[src/rtl/i2c_seq_pkg.sv]
package i2c_seq_pkg;
  typedef enum logic [2:0] {
    ST_IDLE, ST_START, ST_BIT, ST_ACK, ST_WAIT, ST_STOP, ST_RSTART
  } bus_st_e;

  localparam int unsigned BIT_GO   = 0;
  localparam int unsigned BIT_STOP = 1;
  localparam int unsigned BIT_RS   = 2;
  localparam int unsigned BIT_ACK  = 7;
endpackage

[src/rtl/i2c_ctl_reg.sv]
module i2c_ctl_reg
  import i2c_seq_pkg::*;
#(
  parameter int unsigned    ADDR_W   = 8,
  parameter logic [ADDR_W-1:0] CTL_ADDR = 8'hA3
) (
  input  logic              clk_i,
  input  logic              rst_ni,
  input  logic              en_i,
  input  logic [ADDR_W-1:0] addr_i,
  input  logic              we_i,
  input  logic [7:0]        wdata_i,
  output logic [7:0]        rdata_o,
  output logic              start_o,
  output logic              ack_lvl_o,
  output logic              go_p_o,
  output logic              stop_p_o,
  output logic              rs_p_o,
  output logic              abort_p_o
);
  logic hit, wr, start_q, ack_q, start_d;
  logic unused_rsvd;

  assign hit         = (addr_i == CTL_ADDR);
  assign wr          = we_i & hit;
  assign unused_rsvd = ^wdata_i[6:3];

  assign stop_p_o  = wr & wdata_i[BIT_STOP];
  assign rs_p_o    = wr & wdata_i[BIT_RS] & ~wdata_i[BIT_STOP] & start_q;
  assign go_p_o    = wr & wdata_i[BIT_GO] & ~wdata_i[BIT_STOP] & en_i;
  assign abort_p_o = wr & ~wdata_i[BIT_GO] & ~wdata_i[BIT_STOP] & ~wdata_i[BIT_RS] & start_q;

  always_comb begin
    start_d = start_q;
    if (!en_i)                   start_d = 1'b0;
    else if (wr) begin
      if (wdata_i[BIT_STOP])     start_d = 1'b0;
      else if (wdata_i[BIT_RS])  start_d = start_q;
      else                       start_d = wdata_i[BIT_GO];
    end
  end

  always_ff @(posedge clk_i or negedge rst_ni) begin
    if (!rst_ni) begin
      start_q <= 1'b0;
      ack_q   <= 1'b0;
    end else begin
      start_q <= start_d;
      if (wr) ack_q <= wdata_i[BIT_ACK];
    end
  end

  assign rdata_o   = hit ? {ack_q, 6'b0, start_q} : 8'h00;
  assign start_o   = start_q;
  assign ack_lvl_o = ack_q;
endmodule

[src/rtl/i2c_qtr_tick.sv]
module i2c_qtr_tick #(
  parameter int unsigned QTR_CYC = 25
) (
  input  logic clk_i,
  input  logic rst_ni,
  input  logic clr_i,
  output logic tick_o
);
  localparam int unsigned CW = (QTR_CYC > 1) ? $clog2(QTR_CYC) : 1;
  localparam logic [CW-1:0] LAST = CW'(QTR_CYC - 1);

  logic [CW-1:0] cnt_q;

  always_ff @(posedge clk_i or negedge rst_ni) begin
    if (!rst_ni)                      cnt_q <= '0;
    else if (clr_i || cnt_q == LAST)  cnt_q <= '0;
    else                              cnt_q <= cnt_q + 1'b1;
  end

  assign tick_o = !clr_i && (cnt_q == LAST);
endmodule

[src/rtl/i2c_bus_fsm.sv]
module i2c_bus_fsm
  import i2c_seq_pkg::*;
(
  input  logic       clk_i,
  input  logic       rst_ni,
  input  logic       en_i,
  input  logic       go_p_i,
  input  logic       stop_p_i,
  input  logic       rs_p_i,
  input  logic       abort_p_i,
  input  logic       ack_lvl_i,
  input  logic       tick_i,
  input  logic [7:0] tx_byte_i,
  input  logic       sda_i,
  output logic       scl_lo_o,
  output logic       sda_lo_o,
  output logic       wait_o,
  output logic       div_clr_o,
  output logic [7:0] rx_byte_o,
  output logic       ack_in_o
);
  bus_st_e    st_q;
  logic [1:0] q_q;
  logic [2:0] bcnt_q;
  logic [7:0] sh_q, rx_q;
  logic       samp_q, ack_q, rd_q, addr_q, stop_pend_q, rs_pend_q;
  logic       rxm, want_stop, want_rs, qend;

  assign rxm       = rd_q & ~addr_q;
  assign want_stop = stop_pend_q | stop_p_i;
  assign want_rs   = rs_pend_q | rs_p_i;
  assign qend      = tick_i && (q_q == 2'd3);

  always_ff @(posedge clk_i or negedge rst_ni) begin
    if (!rst_ni) begin
      st_q <= ST_IDLE; q_q <= '0; bcnt_q <= '0; sh_q <= '0; rx_q <= '0;
      samp_q <= 1'b1; ack_q <= 1'b1; rd_q <= 1'b0; addr_q <= 1'b0;
      stop_pend_q <= 1'b0; rs_pend_q <= 1'b0;
    end else if (!en_i || abort_p_i) begin
      st_q <= ST_IDLE; q_q <= '0;
      stop_pend_q <= 1'b0; rs_pend_q <= 1'b0;
    end else begin
      if (stop_p_i) stop_pend_q <= 1'b1;
      if (rs_p_i)   rs_pend_q   <= 1'b1;
      if (tick_i) begin
        q_q <= q_q + 2'd1;
        if (q_q == 2'd2) samp_q <= sda_i;
      end
      unique case (st_q)
        ST_IDLE: begin
          stop_pend_q <= 1'b0; rs_pend_q <= 1'b0; q_q <= '0;
          if (go_p_i) st_q <= ST_START;
        end
        ST_WAIT: begin
          q_q <= '0;
          if (want_stop) begin
            st_q <= ST_STOP; stop_pend_q <= 1'b0; rs_pend_q <= 1'b0;
          end else if (want_rs) begin
            st_q <= ST_RSTART; rs_pend_q <= 1'b0;
          end else if (go_p_i) begin
            st_q <= ST_BIT; sh_q <= tx_byte_i; bcnt_q <= 3'd7;
          end
        end
        ST_START: if (qend) begin
          st_q <= ST_BIT; sh_q <= tx_byte_i; bcnt_q <= 3'd7;
          addr_q <= 1'b1; rd_q <= 1'b0;
        end
        ST_BIT: if (qend) begin
          sh_q <= {sh_q[6:0], samp_q};
          if (bcnt_q == 3'd0) begin
            st_q <= ST_ACK;
            rx_q <= {sh_q[6:0], samp_q};
          end else bcnt_q <= bcnt_q - 3'd1;
        end
        ST_ACK: if (qend) begin
          ack_q  <= samp_q;
          addr_q <= 1'b0;
          if (addr_q) rd_q <= rx_q[0];
          if (want_stop) begin
            st_q <= ST_STOP; stop_pend_q <= 1'b0; rs_pend_q <= 1'b0;
          end else if (want_rs) begin
            st_q <= ST_RSTART; rs_pend_q <= 1'b0;
          end else st_q <= ST_WAIT;
        end
        ST_STOP:   if (qend) st_q <= ST_IDLE;
        ST_RSTART: if (qend) st_q <= ST_START;
        default:   st_q <= ST_IDLE;
      endcase
    end
  end

  always_comb begin
    scl_lo_o = 1'b0;
    sda_lo_o = 1'b0;
    unique case (st_q)
      ST_START:  sda_lo_o = q_q[1];
      ST_BIT: begin
        scl_lo_o = ~q_q[1];
        sda_lo_o = rxm ? 1'b0 : ~sh_q[7];
      end
      ST_ACK: begin
        scl_lo_o = ~q_q[1];
        sda_lo_o = rxm & ~ack_lvl_i;
      end
      ST_WAIT:   scl_lo_o = 1'b1;
      ST_STOP: begin
        scl_lo_o = ~q_q[1];
        sda_lo_o = (q_q != 2'd3);
      end
      ST_RSTART: scl_lo_o = ~q_q[1];
      default: ;
    endcase
  end

  assign wait_o    = (st_q == ST_WAIT);
  assign div_clr_o = (st_q == ST_IDLE) || (st_q == ST_WAIT);
  assign rx_byte_o = rx_q;
  assign ack_in_o  = ack_q;
endmodule

[src/rtl/i2c_ctl_seq.sv]
module i2c_ctl_seq #(
  parameter int unsigned          ADDR_W   = 8,
  parameter logic [ADDR_W-1:0]    CTL_ADDR = 8'hA3,
  parameter int unsigned          QTR_CYC  = 25
) (
  input  logic              clk_i,
  input  logic              rst_ni,
  input  logic              en_i,
  input  logic [ADDR_W-1:0] reg_addr_i,
  input  logic              reg_we_i,
  input  logic [7:0]        reg_wdata_i,
  output logic [7:0]        reg_rdata_o,
  input  logic [7:0]        tx_byte_i,
  output logic [7:0]        rx_byte_o,
  output logic              ack_in_o,
  output logic              wait_o,
  output logic              scl_lo_o,
  output logic              sda_lo_o,
  input  logic              sda_i
);
  logic ctl_start, ack_lvl, go_p, stop_p, rs_p, abort_p, tick, div_clr;

  i2c_ctl_reg #(.ADDR_W(ADDR_W), .CTL_ADDR(CTL_ADDR)) u_reg (
    .clk_i, .rst_ni, .en_i,
    .addr_i(reg_addr_i), .we_i(reg_we_i), .wdata_i(reg_wdata_i),
    .rdata_o(reg_rdata_o), .start_o(ctl_start), .ack_lvl_o(ack_lvl),
    .go_p_o(go_p), .stop_p_o(stop_p), .rs_p_o(rs_p), .abort_p_o(abort_p)
  );

  i2c_qtr_tick #(.QTR_CYC(QTR_CYC)) u_div (
    .clk_i, .rst_ni, .clr_i(div_clr), .tick_o(tick)
  );

  i2c_bus_fsm u_fsm (
    .clk_i, .rst_ni, .en_i,
    .go_p_i(go_p), .stop_p_i(stop_p), .rs_p_i(rs_p), .abort_p_i(abort_p),
    .ack_lvl_i(ack_lvl), .tick_i(tick), .tx_byte_i(tx_byte_i), .sda_i(sda_i),
    .scl_lo_o(scl_lo_o), .sda_lo_o(sda_lo_o), .wait_o(wait_o),
    .div_clr_o(div_clr), .rx_byte_o(rx_byte_o), .ack_in_o(ack_in_o)
  );
endmodule

[config.mk]
export PLATFORM = sky130hd
export DESIGN_NAME = i2c_ctl_seq
export DESIGN_NICKNAME = d
export VERILOG_FILES = /design/src/rtl/i2c_seq_pkg.sv /design/src/rtl/i2c_ctl_reg.sv /design/src/rtl/i2c_qtr_tick.sv /design/src/rtl/i2c_bus_fsm.sv /design/src/rtl/i2c_ctl_seq.sv
export SDC_FILE = /design/constraint.sdc
export NUM_CORES = 1
export LEC_CHECK = 0
export BUFFER_PORTS_ARGS = -buffer_cell sky130_fd_sc_hd__buf_2
export CAP_MARGIN = 15
export CELL_PAD_IN_SITES_DETAIL_PLACEMENT = 1
export CELL_PAD_IN_SITES_GLOBAL_PLACEMENT = 1
export CORE_AREA = 2 2 77 79
export CTS_CLUSTER_DIAMETER = 120
export CTS_CLUSTER_SIZE = 40
export DETAILED_ROUTE_END_ITERATION = 10
export DIE_AREA = 0 0 79 81
export PLACE_DENSITY_LB_ADDON = 0.1
export RECOVER_POWER = 50
export SETUP_SLACK_MARGIN = 0.15
export SYNTH_ARGS = -nofsm -noshare
export SYNTH_HDL_FRONTEND = slang
export SYNTH_SLANG_ARGS = --single-unit
[constraint.sdc]
create_clock -name clk_i -period 2.5 [get_ports clk_i]
set_input_delay 0.625 -clock clk_i [delete_from_list [all_inputs] [get_ports clk_i]]
set_output_delay 0.625 -clock clk_i [all_outputs]
set_load 0.03 [all_outputs]
### Word level (Yosys, flattened, before mapping)

Index checks and enable logic that the tools add are counted.

| word-level totals | value |
|---|---|
| output and inout bits | 20 |
| register bits | 37 |
| latch bits | 0 |
| bits in read-only memories | 0 |
| word-level logic and storage cells | 149 |
| memories | 0 |
| memory bits (writable) | 0 |

| operators by class | value |
|---|---|
| bitwise logic cells | 24 |
| div/mod/pow operators | 0 |
| eq/ne operators | 29 |
| reduce and logical (&&, ||, !) cells | 23 |
| muxes and demuxes | 56 |
| shifts and indexed selects | 0 |
| $add $sub $neg | 3 |
| $mul | 0 |
| magnitude comparators | 0 |

Operators with widths:

| kind | count |
|---|---|
| 3-bit two-way mux | 18 |
| 8-bit two-way mux | 6 |
| 8-bit one-hot mux with 3 select lines | 1 |
| 3-bit one-hot mux with 7 select lines | 1 |
| 1-bit two-way mux | 18 |
| 3-bit by 1-bit != test with 1-bit output, second input constant | 6 |
| 8-bit AND reduction | 2 |
| 1-bit AND | 14 |
| 2-bit by 1-bit != test with 1-bit output, second input constant | 6 |
| 3-bit equality test, second input constant | 3 |
| 3-bit one-hot mux with 3 select lines | 1 |
| 8-bit equality test, second input constant | 1 |
| 2-bit two-way mux | 4 |
| 2-bit != test, second input constant | 4 |
| 1-bit inverter | 8 |
| 4-bit AND reduction | 2 |
| 7-bit AND reduction | 1 |
| 3-bit by 2-bit equality test with 1-bit output, second input constant | 2 |
| 3-bit logical NOT | 2 |
| 1-bit one-hot mux with 2 select lines | 3 |
| 1-bit one-hot mux with 3 select lines | 2 |
| 3-bit AND reduction | 2 |
| 3-bit nonzero test | 2 |
| 5-bit by 1-bit adder with 5-bit output, second input constant | 1 |
| 19 further kinds | 25 |

### Logic depth before layout (Yosys ltp)

Gate-level depths: netlist of the first run.

| depth | value |
|---|---|
| depth after elaboration | 11 |
| gate-level depth with buffers | 9 |

### Hierarchy

From an unflattened synthesis of the first run, not the netlist that was laid out.

| unflattened totals | value |
|---|---|
| cells, all modules | 204 |
| area, all modules | 2,130.8 um2 |

Modules (own cells, without submodules):

| module | cells each | area each (um2) | instances | sequential area each (um2) |
|---|---|---|---|---|
| i2c_bus_fsm | 154 | 1,611.5 | 1 | 753.2 |
| i2c_qtr_tick | 24 | 281.5 | 1 | 125.1 |
| i2c_ctl_reg | 26 | 237.7 | 1 | 50.0 |

### Least setup slack after synthesis of the first run

No wires, ideal clock.

| timing | value |
|---|---|
| path kind | reg-to-reg |
| from | reg u_fsm.st_q[1] |
| to | reg u_fsm.sh_q[0] |
| slack | 0.016 ns |
| stages on the path, launching flop included | 7 |
| arrival | 2.359 ns |
| data required time | 2.375 ns |
| path buffers | 1 |
| path through | dfrtp_1 -> buf_6 -> nor3b_1 -> a31o_2 -> o211ai_1 -> nor2_2 -> mux2_2 |

| on the way | value |
|---|---|
| word-level cells in the longest chain between the ends | 7 |

Ends and longest elaborated chain:

| item | line | text |
|---|---|---|
| start: declaration | i2c_bus_fsm.sv:22 | `bus_st_e st_q;` |
| start signal: assignment | i2c_bus_fsm.sv:36 | `st_q <= ST_IDLE; q_q <= '0; bcnt_q <= '0; sh_q <= '0; rx_q <= '0;` |
| start signal: assignment | i2c_bus_fsm.sv:40 | `st_q <= ST_IDLE; q_q <= '0;` |
| start signal: assignment | i2c_bus_fsm.sv:52 | `if (go_p_i) st_q <= ST_START;` |
| 3-bit equality test (*) | - |  |
| net wait_o | i2c_ctl_seq.sv:16 | `output logic wait_o,` |
| 1-bit logical OR | i2c_bus_fsm.sv:116 | `assign div_clr_o = (st_q == ST_IDLE) \|\| (st_q == ST_WAIT);` |
| 1-bit logical NOT | i2c_qtr_tick.sv:20 | `assign tick_o = !clr_i && (cnt_q == LAST);` |
| 1-bit logical AND | i2c_qtr_tick.sv:20 |  |
| 1-bit logical AND | i2c_bus_fsm.sv:32 | `assign qend = tick_i && (q_q == 2'd3);` |
| 2-bit by 1-bit != test with 1-bit output (no line) | - |  |
| 7-bit AND reduction (no line) | - |  |
| end signal: assignment | i2c_bus_fsm.sv:69 | `sh_q <= {sh_q[6:0], samp_q};` |
| end: declaration | i2c_bus_fsm.sv:25 | `logic [7:0] sh_q, rx_q;` |

The timed path passes the listed nets; every way through them passes the cells marked *.
A chain may end at the register's enable or synchronous reset.

### Worst setup path after layout of the first run

| timing | value |
|---|---|
| from | reg u_fsm.q_q[0] |
| to | out sda_lo_o |

| on the way | value |
|---|---|
| word-level cells in the longest chain between the ends | 2 |

Ends and longest elaborated chain:

| item | line | text |
|---|---|---|
| start: declaration | i2c_bus_fsm.sv:23 | `logic [1:0] q_q;` |
| start signal: assignment | i2c_bus_fsm.sv:46 | `q_q <= q_q + 2'd1;` |
| 2-bit != test | i2c_bus_fsm.sv:108 | `sda_lo_o = (q_q != 2'd3);` |
| 1-bit one-hot mux with 4 select lines | i2c_bus_fsm.sv:95 | `unique case (st_q)` |
| end: declaration | i2c_ctl_seq.sv:18 | `output logic sda_lo_o,` |

No other way between the ends.

==> impl_metrics.env, run 1 <==
export IMPL_grt_overflow=0
export IMPL_p_leak_nw=1.301
export IMPL_io_pins=49
export IMPL_viasPerCell=5.273
export IMPL_grt_antenna_before_repair=0
export IMPL_cts_reportedPaths_clkPinSlew_ns=0.08
export IMPL_antenna_cells=0
export IMPL_routed_via_count=1872
export IMPL_tightest_slew_ns=0.8480
export IMPL_ys_seq_area_share_pct=41.66
export IMPL_drc_errors=0
export IMPL_coreArea_sq_um=5675
export IMPL_cp_end_kind="output pin"
export IMPL_fmax_ghz=0.4386
export IMPL_powerDensity_nw_per_um2=421.2
export IMPL_die_w_um=79
export IMPL_ys_types=55
export IMPL_setup_viol_count_final=0
export IMPL_finalPower_mw=1.121
export IMPL_dpl_worst_slack_ns=0.08572
export IMPL_cts_root_buf="clkbuf_8"
export IMPL_synthCells=232
export IMPL_nNetsFinal=314
export IMPL_ff_latch_area_sq_um=929.6
export IMPL_synth_edf_count=0
export IMPL_holdWs_ns=0.4383
export IMPL_drv_slew=0
export IMPL_place_gp_congestion=0.7924
export IMPL_synth_warnings=0
export IMPL_period_share_pct=91.21
export IMPL_critPathMaxFanout=6
export IMPL_setup_ws_ns=0.2198
export IMPL_post_synth_top_area_cell="dfrtp_1"
export IMPL_criticalPathCategory="reg2out"
export IMPL_initialDrtViolationCount=41
export IMPL_syn_to_final_growth_pct=19.43
export IMPL_clock_sinks=37
export IMPL_clockBufferDepth=2
export IMPL_cts_hold_buf=0
export IMPL_critical_path_required_ns=1.88
export IMPL_finalSetupTns_ns=0
export IMPL_die_area_sq_um=6399
export IMPL_cts_buffers=5
export IMPL_wl_per_cell_um=15.27
export IMPL_layout_common_cells="nand2_1 (35), dfrtp_1 (34), buf_2 (33), nor2_1 (15), buf_4 (13)"
export IMPL_cp_cell_sequence="ha_2 > a2111oi_2 > a221o_1 > clkbuf_4"
export IMPL_port_buffers=38
export IMPL_dr_pass1_iters=4
export IMPL_grt_pass1_vias=1748
export IMPL_ys_async_sr_fraction_pct=100.0
export IMPL_fin_crit_ns=2.280
export IMPL_cpMaxStageDelayCell="dfrtp_1"
export IMPL_maxSlewHeadroom_pct=43.46
export IMPL_row_count=28
export IMPL_stdcell_count=355
export IMPL_drv_cap=0
export IMPL_placed_cells=346
export IMPL_critPathMaxStageDelay_ns=0.41
export IMPL_htree_levels=2
export IMPL_yosys_top_cells_area="dfrtp_1 (39%), nand2_1 (5.9%), mux2_2 (5.6%)"
export IMPL_layout_commonest_cell="nand2_1"
export IMPL_n_fill_cell=688
export IMPL_rsz0062_at_grt="yes"
export IMPL_hold_viol_final=0
export IMPL_dp_hpwl_um=3978
export IMPL_status="finished clean"
export IMPL_synth_top_area_share_pct=39.30
export IMPL_synthFlopType="dfrtp_1"
export IMPL_postRouteAntennaNets=0
export IMPL_avgSynthCellArea_sq_um=9.605
export IMPL_drive_above_1_share_pct=31.43
export IMPL_die_height_um=81
export IMPL_holdCritPathClass="in2async"
export IMPL_clock_skew_ns=0.003221
export IMPL_syn_cell_area_sq_um=2228
export IMPL_start_kind="register"
export IMPL_wirelength_um=5421
export IMPL_grt_max_degree=38
export IMPL_cts_tree="built"
export IMPL_multi_input_area_sq_um=1189
export IMPL_ys_ff_latch=37
export IMPL_clk_latency_ns=0.29
export IMPL_initial_core_util_pct=39.26
export IMPL_grt_pass1_wl_um=8728
export IMPL_worst_ep_arrival_time_ns=1.66
export IMPL_track_usage_pct=17.39
export IMPL_vdd_ir_drop_max_mv=0.2617
[layer usage]
metal / vias to the layer above / share of wire [%] / track usage (%)
met5: - / 0 / 0
met4: 0 / 0.50 / 4.138
met3: 2 / 4.2 / 3.333
met2: 36 / 47 / 28.22
met1: 919 / 48 / 24.13
li1: 915 / - / -
[stage by stage]
step	cell area [sq um]	utilization [%]
5_1_grt	2661	46.89
3_3_place_gp	2544	44.82
4_1_cts	2649	46.67
2_1_floorplan	2252	-
3_5_place_dp	2544	44.82
6_report	2661	46.89
[report_power, final]
group	internal [mW]	total [mW]	switching, mW
Clock	0.224	0.451	0.228
Combinational	0.0236	0.0674	0.0438
Sequential	0.600	0.602	0.00199
Total	0.848	1.12	0.273
[state kept, by name (all words and copies together) (netlist names)]
register and cells:
u_reg.start_o 1, u_div.cnt_q 5, u_fsm.rd_q 1, u_fsm.st_q 3
u_reg.ack_lvl_o 1, u_fsm.samp_q 1, u_fsm.bcnt_q 3, u_fsm.addr_q 1
u_fsm.sh_q 8, u_fsm.q_q 2, u_fsm.rx_byte_o 8, u_fsm.ack_in_o 1
u_fsm.stop_pend_q 1, u_fsm.rs_pend_q 1
[critical path: cells and delay by family (launching register included)]
family | cells | cell delay [ns]
AO/OA/AOI/OAI | 2 | 0.53
adder cells (fa/ha/maj) | 1 | 0.24
buffers and inverters | 1 | 0.19
flip-flops | 1 | 0.41
[what timing repair did]
| item | 4_1_cts | 5_1_grt |
|---|---|---|
| resized for setup | 3 | 4 |
| endpoints found under the setup margin | 1 | 2 |
| setup buffers | 0 | 1 |
[area by class of cell]
class	instances	area share, %
timing repair buffer	52	11.47
clock buffer	6	3.103
sequential	37	34.93
tap	75	3.526
clock inverter	2	0.5172
inverter	12	1.787
multi-input combinational	171	44.66
[cell usage after synthesis, types with 5 or more instances]
| master | number |
|---|---|
| a21oi_1 | 7 |
| and3_1 | 5 |
| buf_4 | 6 |
| clkbuf_1 | 7 |
| dfrtp_1 | 35 |
| ha_1 | 6 |
| inv_1 | 11 |
| mux2_2 | 11 |
| mux2_4 | 8 |
| nand2_1 | 35 |
| nand3_1 | 5 |
| nor2_1 | 15 |
| nor3_1 | 5 |
| o21ai_0 | 9 |
[final timing paths]
check | startpoint | endpoint | slack (ns) | cells past startpoint
max in group asynchronous | rst_ni | u_fsm.q_q[1] | 1.47 | 1
min in group clk_i | u_div.cnt_q[0] | u_div.cnt_q[0] | 0.50 | 1
setup / recovery | u_fsm.q_q[0] | sda_lo_o | 0.22 | 4
hold / removal | rst_ni | u_reg.start_o | 0.44 | 1
setup reg to reg | u_div.cnt_q[0] | u_fsm.rx_byte_o[4] | 0.34 | 7
hold reg to reg | u_div.cnt_q[0] | u_div.cnt_q[0] | 0.50 | 1
[logic make-up (layout without fill, tap and decap cells)]
group | count (synthesis) | after routing | synth area share [%]
AO/OA/AOI/OAI | 46 | 46 | 14.54
XOR/XNOR | 3 | 3 | 1.179
adder cells (fa/ha/maj) | 6 | 6 | 3.369
buffers and inverters | 29 | 72 | 6.738
flip-flops | 37 | 37 | 41.66
multiplexers | 22 | 22 | 12.30
other | 1 | 6 | 0.1683
AND/OR/NAND/NOR | 88 | 88 | 20.04
Note: power is estimated with default switching activity, not from simulation.
==> run 2, diff against run 1 <==
--- a/config.mk
+++ b/config.mk
@@ -10,7 +10,7 @@
 export CELL_PAD_IN_SITES_DETAIL_PLACEMENT = 1
 export CELL_PAD_IN_SITES_GLOBAL_PLACEMENT = 1
 export CORE_AREA = 2 2 77 79
-export CTS_CLUSTER_DIAMETER = 120
+export CTS_CLUSTER_DIAMETER = 60
 export CTS_CLUSTER_SIZE = 40
 export DETAILED_ROUTE_END_ITERATION = 10
 export DIE_AREA = 0 0 79 81
==> constraint.sdc (replaced) <==
create_clock -name clk_i -period 2.2 [get_ports clk_i]
set_input_delay 0.55 -clock clk_i [delete_from_list [all_inputs] [get_ports clk_i]]
set_output_delay 0.55 -clock clk_i [all_outputs]
set_load 0.03 [all_outputs]
==> impl_metrics.env, run 2 (same netlist as run 1, synthesis figures left out) <==
export IMPL_cts_root_buf="clkbuf_8"
export IMPL_status="finished clean"
export IMPL_rsz0062_at_grt="yes"
export IMPL_ff2ff_setup_slack_ns=0.10
export IMPL_seq_power_share_pct=49.4
export IMPL_clock_skew_ns=0.006497
export IMPL_cp_end_kind="output pin"
export IMPL_place_gp_congestion=0.8448
export IMPL_grt_overflow=0
export IMPL_cp_depth=4
export IMPL_tightest_slew_ns=0.9435
export IMPL_r2r_end="u_fsm.rx_byte_o[1]"
export IMPL_nNetsFinal=339
export IMPL_htree_levels=2
export IMPL_multi_input_area_sq_um=1241
export IMPL_drv_slew=0
export IMPL_start_kind="register"
export IMPL_initialDrtViolationCount=43
export IMPL_die_area_sq_um=6399
export IMPL_routed_via_count=1999
export IMPL_hold_viol_final=0
export IMPL_worstRegToRegCells=7
export IMPL_p_sw_mw=0.3010
export IMPL_drv_cap=0
export IMPL_endpoint="sda_lo_o"
export IMPL_die_w_um=79
export IMPL_critical_path_required_ns=1.65
export IMPL_clk_latency_ns=0.29
export IMPL_drc_errors=0
export IMPL_switching_share_pct=21.74
export IMPL_initial_core_util_pct=39.26
export IMPL_grt_pass1_vias=2015
export IMPL_critPathMaxStageDelay_ns=0.41
export IMPL_finalSetupTns_ns=0
export IMPL_clockBufferDepth=2
export IMPL_syn_to_final_growth_pct=31.84
export IMPL_layout_common_cells="buf_4 (36), dfrtp_1 (34), nand2_1 (33), buf_2 (29), nor2_1 (14)"
export IMPL_track_usage_pct=19.34
export IMPL_cts_tree="built"
export IMPL_cp_cell_sequence="ha_2 > a2111oi_4 > a221o_2 > buf_6"
export IMPL_worst_ep_arrival_time_ns=1.58
export IMPL_wl_per_cell_um=15.82
export IMPL_die_height_um=81
export IMPL_cts_reportedPaths_clkPinSlew_ns=0.08
export IMPL_cts_hold_buf=0
export IMPL_port_buffers=38
export IMPL_cp_startpoint="u_fsm.q_q[0]"
export IMPL_criticalPathCategory="reg2out"
export IMPL_drive_above_1_share_pct=40.00
export IMPL_viasPerCell=5.261
export IMPL_finalPower_mw=1.385
export IMPL_grt_pass1_wl_um=9591
export IMPL_p_int_mw=1.084
export IMPL_wirelength_um=6011
export IMPL_crit_family="compound AO/OA/AOI/OAI gates"
export IMPL_power_share_clock_pct=44.5
export IMPL_crit_buf_inv=1
export IMPL_postRouteAntennaNets=0
export IMPL_r2r_start="u_div.cnt_q[0]"
export IMPL_ff_latch_area_sq_um=929.6
export IMPL_grt_max_degree=38
export IMPL_dp_hpwl_um=4153
export IMPL_layout_commonest_cell="buf_4"
export IMPL_comb_power_share_pct=6.1
export IMPL_critPathMaxFanout=3
export IMPL_setup_viol_count_final=0
export IMPL_cpMaxStageDelayCell="dfrtp_1"
export IMPL_grt_antenna_before_repair=0
export IMPL_p_leak_nw=1.420
export IMPL_coreArea_sq_um=5675
export IMPL_n_fill_cell=688
export IMPL_holdWs_ns=0.4844
export IMPL_clock_sinks=37
export IMPL_fin_crit_ns=2.128
export IMPL_dr_pass1_iters=4
export IMPL_row_count=28
export IMPL_maxSlewHeadroom_pct=37.10
export IMPL_antenna_cells=0
export IMPL_holdCritPathClass="in2async"
export IMPL_io_pins=49
export IMPL_powerDensity_nw_per_um2=471.4
export IMPL_fmax_ghz=0.4700
export IMPL_vdd_ir_drop_max_mv=0.3556
export IMPL_period_share_pct=96.71
export IMPL_cts_buffers=5
==> run 2: cell count changes in the layout (fill, tap and decap cells not counted), sizes merged <==
cell,before,now
buf,47,69
bufinv,0,1
clkbuf,11,15
clkinv,2,0
==> run 2: power groups by stage <==
stage / Combinational [mW] / Clock [mW] / Sequential (mW)
4_1_cts: 0.0888 / 0.635 / 0.684
5_1_grt: 0.0932 / 0.655 / 0.685
3_3_place_gp: 0.0871 / 0 / 0.698
3_5_place_dp: 0.0882 / 0 / 0.698
6_report: 0.0842 / 0.616 / 0.684
2_1_floorplan: 0.0396 / 0 / 0.697
==> run 2: how the worst min path moves through the flow <==
stage,endpoint,slack (ns),depth (start not counted)
final,u_fsm.bcnt_q[0],0.48,2
after global routing,u_reg.ack_lvl_o,0.49,2
after CTS,u_fsm.q_q[1],0.22,2
after detailed placement,u_fsm.rx_byte_o[2],0.49,1
after global placement,u_fsm.rx_byte_o[2],0.49,1
after floorplan,u_div.cnt_q[0],0.25,0
==> run 2: worst register-to-register path: stages (launching register included) <==
cell and delay [ns]:
dfrtp_1 0.38, inv_1 0.07, ha_2 0.17, and4b_2 0.32
nand2_2 0.08, or4_4 0.50, buf_12 0.17, mux2_4 0.30
==> run 2: cell type report <==
type	instances	share of cell area [%]
clock buffer	7	2.939
clock inverter	1	1.022
inverter	12	1.618
multi-input combinational	171	42.25
sequential	37	31.64
tap	75	3.194
timing repair buffer	77	17.33
==> run 2: repair_timing <==
action	in CTS	in global routing
gates resized for setup	17	10
endpoints found under the setup margin	22	24
buffers inserted	5	7
pin swaps	1	3
==> run 2: metal layers <==
metal / wire length [um] / track usage (%) / vias up / part of all wire [%]
li1: - / - / 960 / -
met1: 2713 / 24.67 / 991 / 45
met2: 3002 / 33.81 / 43 / 50
met3: 247 / 3.667 / 5 / 4.1
met4: 48 / 5.172 / 0 / 0.80
met5: 0 / 0 / - / 0
==> run 2: stage by stage <==
step / setup slack, ns / instance area, sq um / utilization, % / std cells
finish: 0.07229 / 2938 / 51.76 / 380
global route: 0.01749 / 2938 / 51.76 / 380
CTS: 0.06047 / 2878 / 50.71 / 373
detailed placement: -0.07335 / 2671 / 47.07 / 360
global placement: -0.06111 / 2671 / 47.07 / 360
floorplan: 0.09054 / 2263 / - / 237
